<file path="src/rtl/idsc_pkg.sv">
package idsc_pkg;
  typedef enum logic [1:0] {
    ST_HUNT    = 2'd0,
    ST_CONFIRM = 2'd1,
    ST_LOCKED  = 2'd2
  } sync_state_e;
endpackage

</file>
<file path="src/rtl/dscr_key.sv">
module dscr_key #(
  parameter int KEY_W = 11,
  parameter int TAP_A = 10,
  parameter int TAP_B = 8
) (
  input  logic clk,
  input  logic rst_n,
  input  logic bit_en,
  input  logic load,
  input  logic rx_bit,
  output logic desc_bit
);
  logic [KEY_W-1:0] key_q, key_d;
  logic             gen;

  assign gen      = key_q[TAP_A] ^ key_q[TAP_B];
  assign desc_bit = rx_bit ^ gen;

  always_comb begin
    key_d = key_q;
    if (bit_en) begin
      key_d = {key_q[KEY_W-2:0], (load ? ~rx_bit : gen)};
    end
  end

  always_ff @(posedge clk or negedge rst_n) begin
    if (!rst_n) key_q <= '0;
    else        key_q <= key_d;
  end

  // key only moves on a qualified bit
  assert_key_hold_R9: assert property (@(posedge clk) disable iff (!rst_n)
    !bit_en |=> $stable(key_q));
endmodule

</file>
<file path="src/rtl/dscr_sync.sv">
module dscr_sync
  import idsc_pkg::*;
#(
  parameter int LOAD_BITS = 11,
  parameter int LOCK_RUN  = 30,
  parameter int IDLE_RUN  = 10,
  parameter int WINDOW    = 16384
) (
  input  logic clk,
  input  logic rst_n,
  input  logic bit_en,
  input  logic desc_bit,
  output logic load_key,
  output logic locked,
  output logic abort
);
  localparam int AQ_MAX = (LOAD_BITS > LOCK_RUN) ? LOAD_BITS : LOCK_RUN;
  localparam int AQ_W   = $clog2(AQ_MAX + 1);
  localparam int RUN_W  = $clog2(IDLE_RUN + 1);
  localparam int WD_W   = $clog2(WINDOW + 1);
  localparam logic [AQ_W-1:0]  AQ_LOAD_LAST = AQ_W'(LOAD_BITS - 1);
  localparam logic [AQ_W-1:0]  AQ_LOCK_LAST = AQ_W'(LOCK_RUN - 1);
  localparam logic [RUN_W-1:0] RUN_FULL     = RUN_W'(IDLE_RUN);
  localparam logic [RUN_W-1:0] RUN_LAST     = RUN_W'(IDLE_RUN - 1);
  localparam logic [WD_W-1:0]  WD_LAST      = WD_W'(WINDOW - 1);

  sync_state_e      state_q, state_d;
  logic [AQ_W-1:0]  acq_q, acq_d;
  logic [RUN_W-1:0] run_q, run_d;
  logic [WD_W-1:0]  wd_q, wd_d;
  logic             abort_q, abort_d;
  logic             idle_seen;

  assign idle_seen = desc_bit && (run_q >= RUN_LAST);

  always_comb begin
    state_d = state_q;
    acq_d   = acq_q;
    run_d   = run_q;
    wd_d    = wd_q;
    abort_d = 1'b0;
    if (bit_en) begin
      unique case (state_q)
        ST_HUNT: begin
          if (acq_q == AQ_LOAD_LAST) begin
            state_d = ST_CONFIRM;
            acq_d   = '0;
          end else begin
            acq_d = acq_q + 1'b1;
          end
        end
        ST_CONFIRM: begin
          if (!desc_bit) begin
            state_d = ST_HUNT;
            acq_d   = '0;
          end else if (acq_q == AQ_LOCK_LAST) begin
            state_d = ST_LOCKED;
            acq_d   = '0;
            run_d   = '0;
            wd_d    = '0;
          end else begin
            acq_d = acq_q + 1'b1;
          end
        end
        ST_LOCKED: begin
          if (!desc_bit)             run_d = '0;
          else if (run_q != RUN_FULL) run_d = run_q + 1'b1;
          if (idle_seen) begin
            wd_d = '0;
          end else if (wd_q == WD_LAST) begin
            abort_d = 1'b1;
            state_d = ST_HUNT;
            acq_d   = '0;
          end else begin
            wd_d = wd_q + 1'b1;
          end
        end
        default: begin
          state_d = ST_HUNT;
          acq_d   = '0;
        end
      endcase
    end
  end

  always_ff @(posedge clk or negedge rst_n) begin
    if (!rst_n) begin
      state_q <= ST_HUNT;
      acq_q   <= '0;
      run_q   <= '0;
      wd_q    <= '0;
      abort_q <= 1'b0;
    end else begin
      state_q <= state_d;
      acq_q   <= acq_d;
      run_q   <= run_d;
      wd_q    <= wd_d;
      abort_q <= abort_d;
    end
  end

  assign load_key = (state_q == ST_HUNT);
  assign locked   = (state_q == ST_LOCKED);
  assign abort    = abort_q;

  assert_wd_bounded_R5: assert property (@(posedge clk) disable iff (!rst_n)
    wd_q <= WD_LAST);
  assert_abort_from_lock_R5: assert property (@(posedge clk) disable iff (!rst_n)
    abort_q |-> ($past(state_q) == ST_LOCKED) && (state_q == ST_HUNT));
  assert_lock_entry_R3: assert property (@(posedge clk) disable iff (!rst_n)
    (state_q == ST_LOCKED) && ($past(state_q) != ST_LOCKED)
      |-> ($past(state_q) == ST_CONFIRM) && $past(desc_bit) && $past(bit_en));
  assert_state_hold_R9: assert property (@(posedge clk) disable iff (!rst_n)
    !bit_en |=> $stable(state_q));
endmodule

</file>
<file path="src/rtl/dscr_sipo.sv">
module dscr_sipo #(
  parameter int WORD_W = 5
) (
  input  logic              clk,
  input  logic              rst_n,
  input  logic              bit_en,
  input  logic              bit_in,
  output logic [WORD_W-1:0] word,
  output logic              word_valid
);
  localparam int CNT_W = $clog2(WORD_W);
  localparam logic [CNT_W-1:0] CNT_LAST = CNT_W'(WORD_W - 1);

  logic [WORD_W-1:0] sr_q, sr_d, word_q, word_d;
  logic [CNT_W-1:0]  cnt_q, cnt_d;
  logic              wv_q, wv_d;

  always_comb begin
    sr_d   = sr_q;
    cnt_d  = cnt_q;
    word_d = word_q;
    wv_d   = 1'b0;
    if (bit_en) begin
      sr_d = {sr_q[WORD_W-2:0], bit_in};
      if (cnt_q == CNT_LAST) begin
        cnt_d  = '0;
        word_d = sr_d;
        wv_d   = 1'b1;
      end else begin
        cnt_d = cnt_q + 1'b1;
      end
    end
  end

  always_ff @(posedge clk or negedge rst_n) begin
    if (!rst_n) begin
      sr_q   <= '0;
      cnt_q  <= '0;
      word_q <= '0;
      wv_q   <= 1'b0;
    end else begin
      sr_q   <= sr_d;
      cnt_q  <= cnt_d;
      word_q <= word_d;
      wv_q   <= wv_d;
    end
  end

  assign word       = word_q;
  assign word_valid = wv_q;

  assert_cnt_bounded_R10: assert property (@(posedge clk) disable iff (!rst_n)
    cnt_q <= CNT_LAST);
  assert_word_after_bit_R10: assert property (@(posedge clk) disable iff (!rst_n)
    wv_q |-> $past(bit_en) && (cnt_q == '0) && (word_q[0] == $past(bit_in)));
endmodule

</file>
<file path="src/rtl/idle_descrambler.sv">
module idle_descrambler #(
  parameter int KEY_W     = 11,
  parameter int LOCK_RUN  = 30,
  parameter int IDLE_RUN  = 10,
  parameter int WINDOW    = 16384,
  parameter int WORD_W    = 5
) (
  input  logic              clk,
  input  logic              rst_n,
  input  logic              bit_en,
  input  logic              rx_bit,
  input  logic              bypass,
  output logic              out_bit,
  output logic              out_valid,
  output logic              locked,
  output logic              abort,
  output logic [WORD_W-1:0] word,
  output logic              word_valid
);
  logic desc_bit, load_key, chosen;
  logic out_bit_q, out_bit_d, out_valid_q;

  dscr_key #(.KEY_W(KEY_W), .TAP_A(KEY_W-1), .TAP_B(KEY_W-3)) u_key (
    .clk(clk), .rst_n(rst_n), .bit_en(bit_en), .load(load_key),
    .rx_bit(rx_bit), .desc_bit(desc_bit));

  dscr_sync #(.LOAD_BITS(KEY_W), .LOCK_RUN(LOCK_RUN), .IDLE_RUN(IDLE_RUN),
              .WINDOW(WINDOW)) u_sync (
    .clk(clk), .rst_n(rst_n), .bit_en(bit_en), .desc_bit(desc_bit),
    .load_key(load_key), .locked(locked), .abort(abort));

  assign chosen = bypass ? rx_bit : desc_bit;

  dscr_sipo #(.WORD_W(WORD_W)) u_sipo (
    .clk(clk), .rst_n(rst_n), .bit_en(bit_en), .bit_in(chosen),
    .word(word), .word_valid(word_valid));

  always_comb begin
    out_bit_d = out_bit_q;
    if (bit_en) out_bit_d = chosen;
  end

  always_ff @(posedge clk or negedge rst_n) begin
    if (!rst_n) begin
      out_bit_q   <= 1'b0;
      out_valid_q <= 1'b0;
    end else begin
      out_bit_q   <= out_bit_d;
      out_valid_q <= bit_en;
    end
  end

  assign out_bit   = out_bit_q;
  assign out_valid = out_valid_q;

  assert_hold_R9: assert property (@(posedge clk) disable iff (!rst_n)
    !bit_en |=> $stable(out_bit) && !out_valid);
  assert_abort_unlock_R5: assert property (@(posedge clk) disable iff (!rst_n)
    abort |-> !locked);
  assert_bypass_R8: assert property (@(posedge clk) disable iff (!rst_n)
    bypass && bit_en |=> out_bit == $past(rx_bit));
  assert_word_sync_R10: assert property (@(posedge clk) disable iff (!rst_n)
    word_valid |-> out_valid && (word[0] == out_bit));
endmodule

</file>
<file path="config.mk">
export PLATFORM = sky130hd
export DESIGN_NAME = idle_descrambler
export DESIGN_NICKNAME = d
export VERILOG_FILES = /design/src/rtl/idsc_pkg.sv /design/src/rtl/dscr_key.sv /design/src/rtl/dscr_sync.sv /design/src/rtl/dscr_sipo.sv /design/src/rtl/idle_descrambler.sv
export SDC_FILE = /design/constraint.sdc
export NUM_CORES = 1
export LEC_CHECK = 0
export CELL_PAD_IN_SITES_DETAIL_PLACEMENT = 1
export CELL_PAD_IN_SITES_GLOBAL_PLACEMENT = 1
export CORE_MARGIN = 2
export CORE_UTILIZATION = 40
export CTS_BUF_LIST = sky130_fd_sc_hd__clkbuf_4
export DETAILED_ROUTE_END_ITERATION = 7
export DONT_BUFFER_PORTS = 1
export PLACE_DENSITY_LB_ADDON = 0.1
export SLEW_MARGIN = 20
export SYNTH_ARGS = -nofsm -noshare
export SYNTH_HDL_FRONTEND = slang
export SYNTH_SLANG_ARGS = --single-unit
export TNS_END_PERCENT = 50
</file>
<file path="constraint.sdc">
create_clock -name clk -period 2.3 [get_ports clk]
set_input_delay 0.46 -clock clk [delete_from_list [all_inputs] [get_ports clk]]
set_output_delay 0.46 -clock clk [all_outputs]
set_load 0.1 [all_outputs]
</file>
==> results.ini, run 1 <==
[outcome]
status=finished clean

[finish]
drive_gt1_frac=0.244
multi_input_area_mm2=0.00125
final.fill_count=703
post-route-util=0.474
regArea_mm2=0.00130
fin_area_mm2=0.00301
antenna_cells=0
final_common_cell=dfrtp_1
area_growth_pct=14.0
layout_common_cells=dfrtp_1, nand2_1, buf_4, o21ai_0, mux2_2
fin_nets=289

[critical_path]
crit_chain=ha_4 > nand3_4 > or4b_4 > o31a_1 > or2_2 > o31ai_1
path_class=flop to flop
max_stage_delay_ps=530
reg2reg_to=u_sync.acq_q[4]$_DFFE_PN0P_
r2r-start=u_sync.wd_q[0]$_DFFE_PN0P_
endpoint_kind=flop
reg2reg_slack_ps=100
r2r_cells=6
slowest_stage=or4b_4
start_kind=flop
critPathArrivalTime_ps=2500
cp_max_fo=6
required_ps=2600

[floorplan]
dieArea_mm2=0.00726
io_pins=15
core_area_mm2=0.00635
initial_core_util=0.415
die_width_um=85.2
rows=29
die_h_um=85.2

[detailed_routing]
wl_per_cell_um=16.1
antenna_left=0
vias=1935
first_pass_iters=4
route.detailed.drc=0
vias_per_cell=5.50
drtIter0Drc=58
routed_wl_mm=5.67

[clock_network]
htreeDepth=2
cts_made_buffers=5
ctsRootBufferMaster=clkbuf_4
clkTransAtPathRegs_ps=160
clkSinkCount=52
clock_latency_ps=380
cts_tree=built
clock_tree.buffer_depth=2

[timing]
hold_violations=0
setup_viol=0
max-slew-margin-rel=0.368
drv_slew=0
max_clock_freq_mhz=455
worst_slew_pin_slew_ps=949
fin_crit_ps=2200
skew_ps=11.3
period_share=0.956
rsz0062_at_grt=yes

[power]
p_leak_uw=0.00132
power.density_mw_per_mm2=996
ir_worst_vdd_mv=0.793
p_total_uw=2990

[synthesis]
ys_seq_elements=52
synthCells=250
seq_area_frac_synth=0.493
yosys_warnings=0
avgSynthCellArea_um2=10.6
synth_ff_type=dfrtp_1
syn_nets=265
netlist_area_mm2=0.00264
synth_edf_count=0
synth_cell_types=47
async_flop_share=1.00

[flow_run]
drv_cap=0

[global_routing]
track_usage=0.173
antenna_found_initial=0
grt_start_max_net_pins=53
grt_pass1_vias=2049
grt_pass1_wl_mm=10.1
grt-ovfl-total=0

[placement]
dp_hpwl_mm=3.91
gp_congestion=0.751
placed_area_mm2=0.00285
port_buffers=0

[min_path]
hp-start=bit_en
hp-class=input pin to flop
worstHoldEndpoint=out_valid$_DFF_PN0_
hold_path_depth=0

-- cell families after synthesis --
kind of cell    count (synthesis)  synth area share
simple gates                   82             0.167
fa+ha+maj                      10            0.0474
mux                            20            0.0854
flops                          52             0.493
xor+xnor                        4            0.0256
buf+inv                        23            0.0398
compound gates                 59             0.141
-- cell type report --
cell class	instances	area share
repair buffers	26	0.0724
clock buffers	5	0.0125
flip-flops and latches	52	0.433
multi-input cells	175	0.416
inverters	14	0.0187
clock inverters	3	0.0154
well taps	77	0.0320
-- through the flow --
stage	hold WS, ps	TNS (ps)	setup slack (ps)	cells
6_report	111	0	100	352
5_1_grt	64.9	-19.1	-15.4	352
4_1_cts	79.1	0	14.0	350
3_5_place_dp	165	-88.1	-46.3	340
3_3_place_gp	165	0	61.8	340
2_1_floorplan	164	-59.1	-37.8	250
-- worst max-delay path by stage --
stage               slack, ps                          end                        start  cells past startpoint
finish                    100  u_sync.acq_q[4]$_DFFE_PN0P_   u_sync.wd_q[0]$_DFFE_PN0P_                      6
global route              -20  u_sync.acq_q[4]$_DFFE_PN0P_   u_sync.wd_q[0]$_DFFE_PN0P_                      6
CTS                        10  u_sync.acq_q[4]$_DFFE_PN0P_   u_sync.wd_q[0]$_DFFE_PN0P_                      6
detailed placement        -50  u_sync.wd_q[12]$_DFFE_PN0P_  u_sync.run_q[0]$_DFFE_PN0P_                      7
global placement           60  u_sync.acq_q[4]$_DFFE_PN0P_   u_sync.wd_q[1]$_DFFE_PN0P_                      6
floorplan                 -40  u_sync.acq_q[4]$_DFFE_PN0P_   u_sync.wd_q[1]$_DFFE_PN0P_                      8
-- what timing repair did --
| item | CTS | global route |
|---|---|---|
| resized for setup | 1 | 3 |
| endpoints found under the setup margin | 7 | 6 |
| hold buffers | 2 | 0 |
| setup buffers | 0 | 2 |
| hold endpoints to repair | 52 | 0 |
| pin swaps | 1 | 1 |
-- cell usage after synthesis (2+ instances only) --
| master | instances | share of area |
|---|---|---|
| nor2b_1 | 2 | 0.0047 |
| mux2_2 | 20 | 0.085 |
| xor2_1 | 2 | 0.0066 |
| nand2_1 | 30 | 0.043 |
| a21oi_1 | 7 | 0.013 |
| buf_6 | 2 | 0.0085 |
| nand4_1 | 4 | 0.0095 |
| inv_1 | 14 | 0.020 |
| nor2_1 | 15 | 0.021 |
| o31ai_1 | 8 | 0.023 |
| clkbuf_1 | 5 | 0.0071 |
| and3_1 | 2 | 0.0047 |
| nand2b_1 | 3 | 0.0071 |
| a41oi_1 | 2 | 0.0066 |
| o21ai_0 | 23 | 0.044 |
| ha_1 | 10 | 0.047 |
| nand3_1 | 8 | 0.015 |
| dfrtp_1 | 52 | 0.49 |
| or3_1 | 2 | 0.0047 |
| a31oi_1 | 9 | 0.021 |
| nor3_1 | 4 | 0.0076 |
-- sequential cells by signal, summed over array words and instances, names as in the netlist, 2 cells and up --
| register | flops |
|---|---|
| u_sipo.word | 5 |
| u_sync.wd_q | 15 |
| u_sync.run_q | 4 |
| u_sipo.sr_q | 4 |
| u_sipo.cnt_q | 3 |
| u_key.key_q | 11 |
| u_sync.acq_q | 5 |
| u_sync.state_q | 2 |
-- layer usage --
metal | wire length [um] | global-route usage | up-vias
li1 | - | - | 940
met1 | 2800 | 0.241 | 966
met2 | 2650 | 0.274 | 23
met3 | 139 | 0.0321 | 6
met4 | 80 | 0.0563 | 0
met5 | 0 | 0 | -
-- worst max-delay path, delay by kind of cell (launching register included) --
kind	cells	cell delay [ps]
AOI/OAI and AO/OA	2	520
and+or+nand+nor	3	950
adders and majority gates	1	190
DFF	1	470
-- where the power goes --
group / internal [uW] / total [uW] / switching (uW)
logic: 400 / 771 / 370
clock network: 233 / 552 / 319
registers: 1150 / 1670 / 522
(Power assumes the default switching activity.)
==> inputs of run 2 (changes only) <==
- CORE_ASPECT_RATIO: default -> 0.6
==> run 2 against run 1 <==
Net effect: flip-flop and latch count is the same; critical path type unchanged; largest power group unchanged; largest cell class unchanged; worst hold slack better by 4.5 ps; non-clock buffer count grew 5.
==> results.ini, run 2 (same netlist as run 1, synthesis figures left out) <==
[global_routing]
grt_pass1_wl_mm=10.2  ; +1.6%
grt-ovfl-total=0  ; unchanged
grt_pass1_vias=1941  ; -5.3%
grt_start_max_net_pins=53  ; unchanged
antenna_found_initial=0  ; unchanged
track_usage=0.185  ; +0.0118

[timing]
holdWs_ps=115  ; +4.48 ps
fin_crit_ps=2230  ; +30.6 ps
setup_viol=0  ; unchanged
max_clock_freq_mhz=448  ; -1.4%
hold_violations=0  ; unchanged
skew_ps=12.9  ; +1.65 ps
setup-tns-final_ps=0  ; unchanged
finalWorstSetupSlack_ps=69.6  ; -30.6 ps
worst_slew_pin_slew_ps=954  ; +5.19 ps
max-slew-margin-rel=0.364  ; -0.00346
period_share=0.970  ; +0.0133
drv_slew=0  ; unchanged

[power]
p_leak_uw=0.00134  ; +2.1%
clkPwrFrac=0.183  ; about the same
ir_worst_vdd_mv=0.647  ; -18%
seqPwrFrac=0.543  ; -0.015
p_total_uw=3060  ; +2.0%
power.density_mw_per_mm2=1000  ; +0.71%
combPwrFrac=0.274  ; +0.017
switching_share=0.404  ; about the same
p_switching_uw=1240  ; +2.0%
cellInternalPower_uw=1820  ; +2.1%

[finish]
final_cells=364  ; +3.4%
layout_common_cells=dfrtp_1, nand2_1, buf_4, o21ai_0, mux2_2
fin_nets=294  ; +1.7%
final.fill_count=695  ; -1.1%
final_common_cell=dfrtp_1
largest_register_ffs=15  ; unchanged
reg.largest.list=u_sync.wd_q (15), u_key.key_q (11)
drive_gt1_frac=0.254  ; +0.00994
largest_register=u_sync.wd_q
antenna_cells=0  ; unchanged
area_growth_pct=15.6

[clock_network]
clock_tree.buffer_depth=2  ; unchanged
clock_latency_ps=380  ; about the same
clkTransAtPathRegs_ps=160  ; about the same
clkSinkCount=52  ; unchanged
htreeDepth=2  ; unchanged
ctsRootBufferMaster=clkbuf_4
cts_made_buffers=5  ; unchanged
cts_tree=built

[floorplan]
dieArea_mm2=0.00728  ; +0.30%
rows=22  ; -24%
die_h_um=66.9  ; -21%
initial_core_util=0.422  ; +0.00674
die_width_um=109  ; +28%
core_area_mm2=0.00625  ; -1.6%
io_pins=15  ; unchanged

[critical_path]
critPathArrivalTime_ps=2540  ; +40 ps
start_kind=flop
cp_max_fo=5  ; -1
required_ps=2610  ; about the same
endpoint_kind=flop
path_class=flop to flop

[outcome]
status=finished clean

[detailed_routing]
antenna_left=0  ; unchanged
drtIter0Drc=82  ; +41%
vias=1936  ; +0.052%
vias_per_cell=5.32  ; -3.2%
wl_per_cell_um=16.3  ; +1.6%
first_pass_iters=4  ; unchanged
routed_wl_mm=5.95  ; +5.0%
route.detailed.drc=0  ; unchanged

[placement]
place_inst=351  ; +3.2%
dp_slack_ps=1.02  ; +47.3 ps
port_buffers=0  ; unchanged
dp_hpwl_mm=4.29  ; +9.6%
gp_congestion=0.729  ; -3.0%

[flow_run]
drv_cap=0  ; unchanged

[min_path]
hp-class=input pin to flop

[run 2: worst max-delay path, cell delays in order, from the launching register on]
cell,delay [ps]
dfrtp_1,410
ha_2,240
nand3_4,90
or4b_4,530
o31a_1,370
or2_2,350
o31ai_2,170
[run 2: worst paths after layout]
path	start	to	slack (ps)	depth (start not counted)
setup / recovery	u_sync.wd_q[1]$_DFFE_PN0P_	u_sync.acq_q[4]$_DFFE_PN0P_	70	6
hold / removal	bit_en	out_valid$_DFF_PN0_	120	0
setup reg to reg	u_sync.wd_q[1]$_DFFE_PN0P_	u_sync.acq_q[4]$_DFFE_PN0P_	70	6
hold reg to reg	u_sync.wd_q[13]$_DFFE_PN0P_	u_sync.wd_q[13]$_DFFE_PN0P_	500	1
max in group asynchronous	rst_n	u_sipo.word_valid$_DFF_PN0_	1510	2
min in group asynchronous	rst_n	u_sync.acq_q[1]$_DFFE_PN0P_	560	2
[run 2: timing repair]
item                                    4_1_cts  5_1_grt
setup buffers                                 0        3
pin swaps                                     0        1
endpoints found under the setup margin        4        5
hold buffers                                  2        0
gates resized for setup                       1        3
hold endpoints to repair                     52        0
[run 2: metal layers]
metal	wire length, um	vias to the layer above	global-route usage
met5	0	-	0
met4	50	0	0.0433
li1	-	955	-
met1	3440	955	0.285
met2	2310	21	0.261
met3	146	5	0.0382
[run 2: final cells by class]
type | count | area, um2 | area share
Timing Repair Buffer | 31 | 255 | 0.0837
Multi-Input combinational cell | 175 | 1250 | 0.409
Tap cell | 84 | 105 | 0.0345
Sequential cell | 52 | 1300 | 0.427
Clock buffer | 6 | 45.0 | 0.0148
Inverter | 14 | 56.3 | 0.0185
Clock inverter | 2 | 38.8 | 0.0127
[run 2: power groups by stage]
stage	clock [uW]	sequential, uW	combinational [uW]
after floorplan	0	1710	541
after global placement	0	1670	791
after detailed placement	0	1680	812
after CTS	576	1660	841
after global routing	608	1710	944
final	559	1660	836
[run 2: metrics by stage]
step                      cell area (um2)   util
final                                3050  0.488
after global routing                 3050  0.488
after CTS                            3020  0.483
after detailed placement             2890  0.463
after global placement               2890  0.463
after floorplan                      2640      -
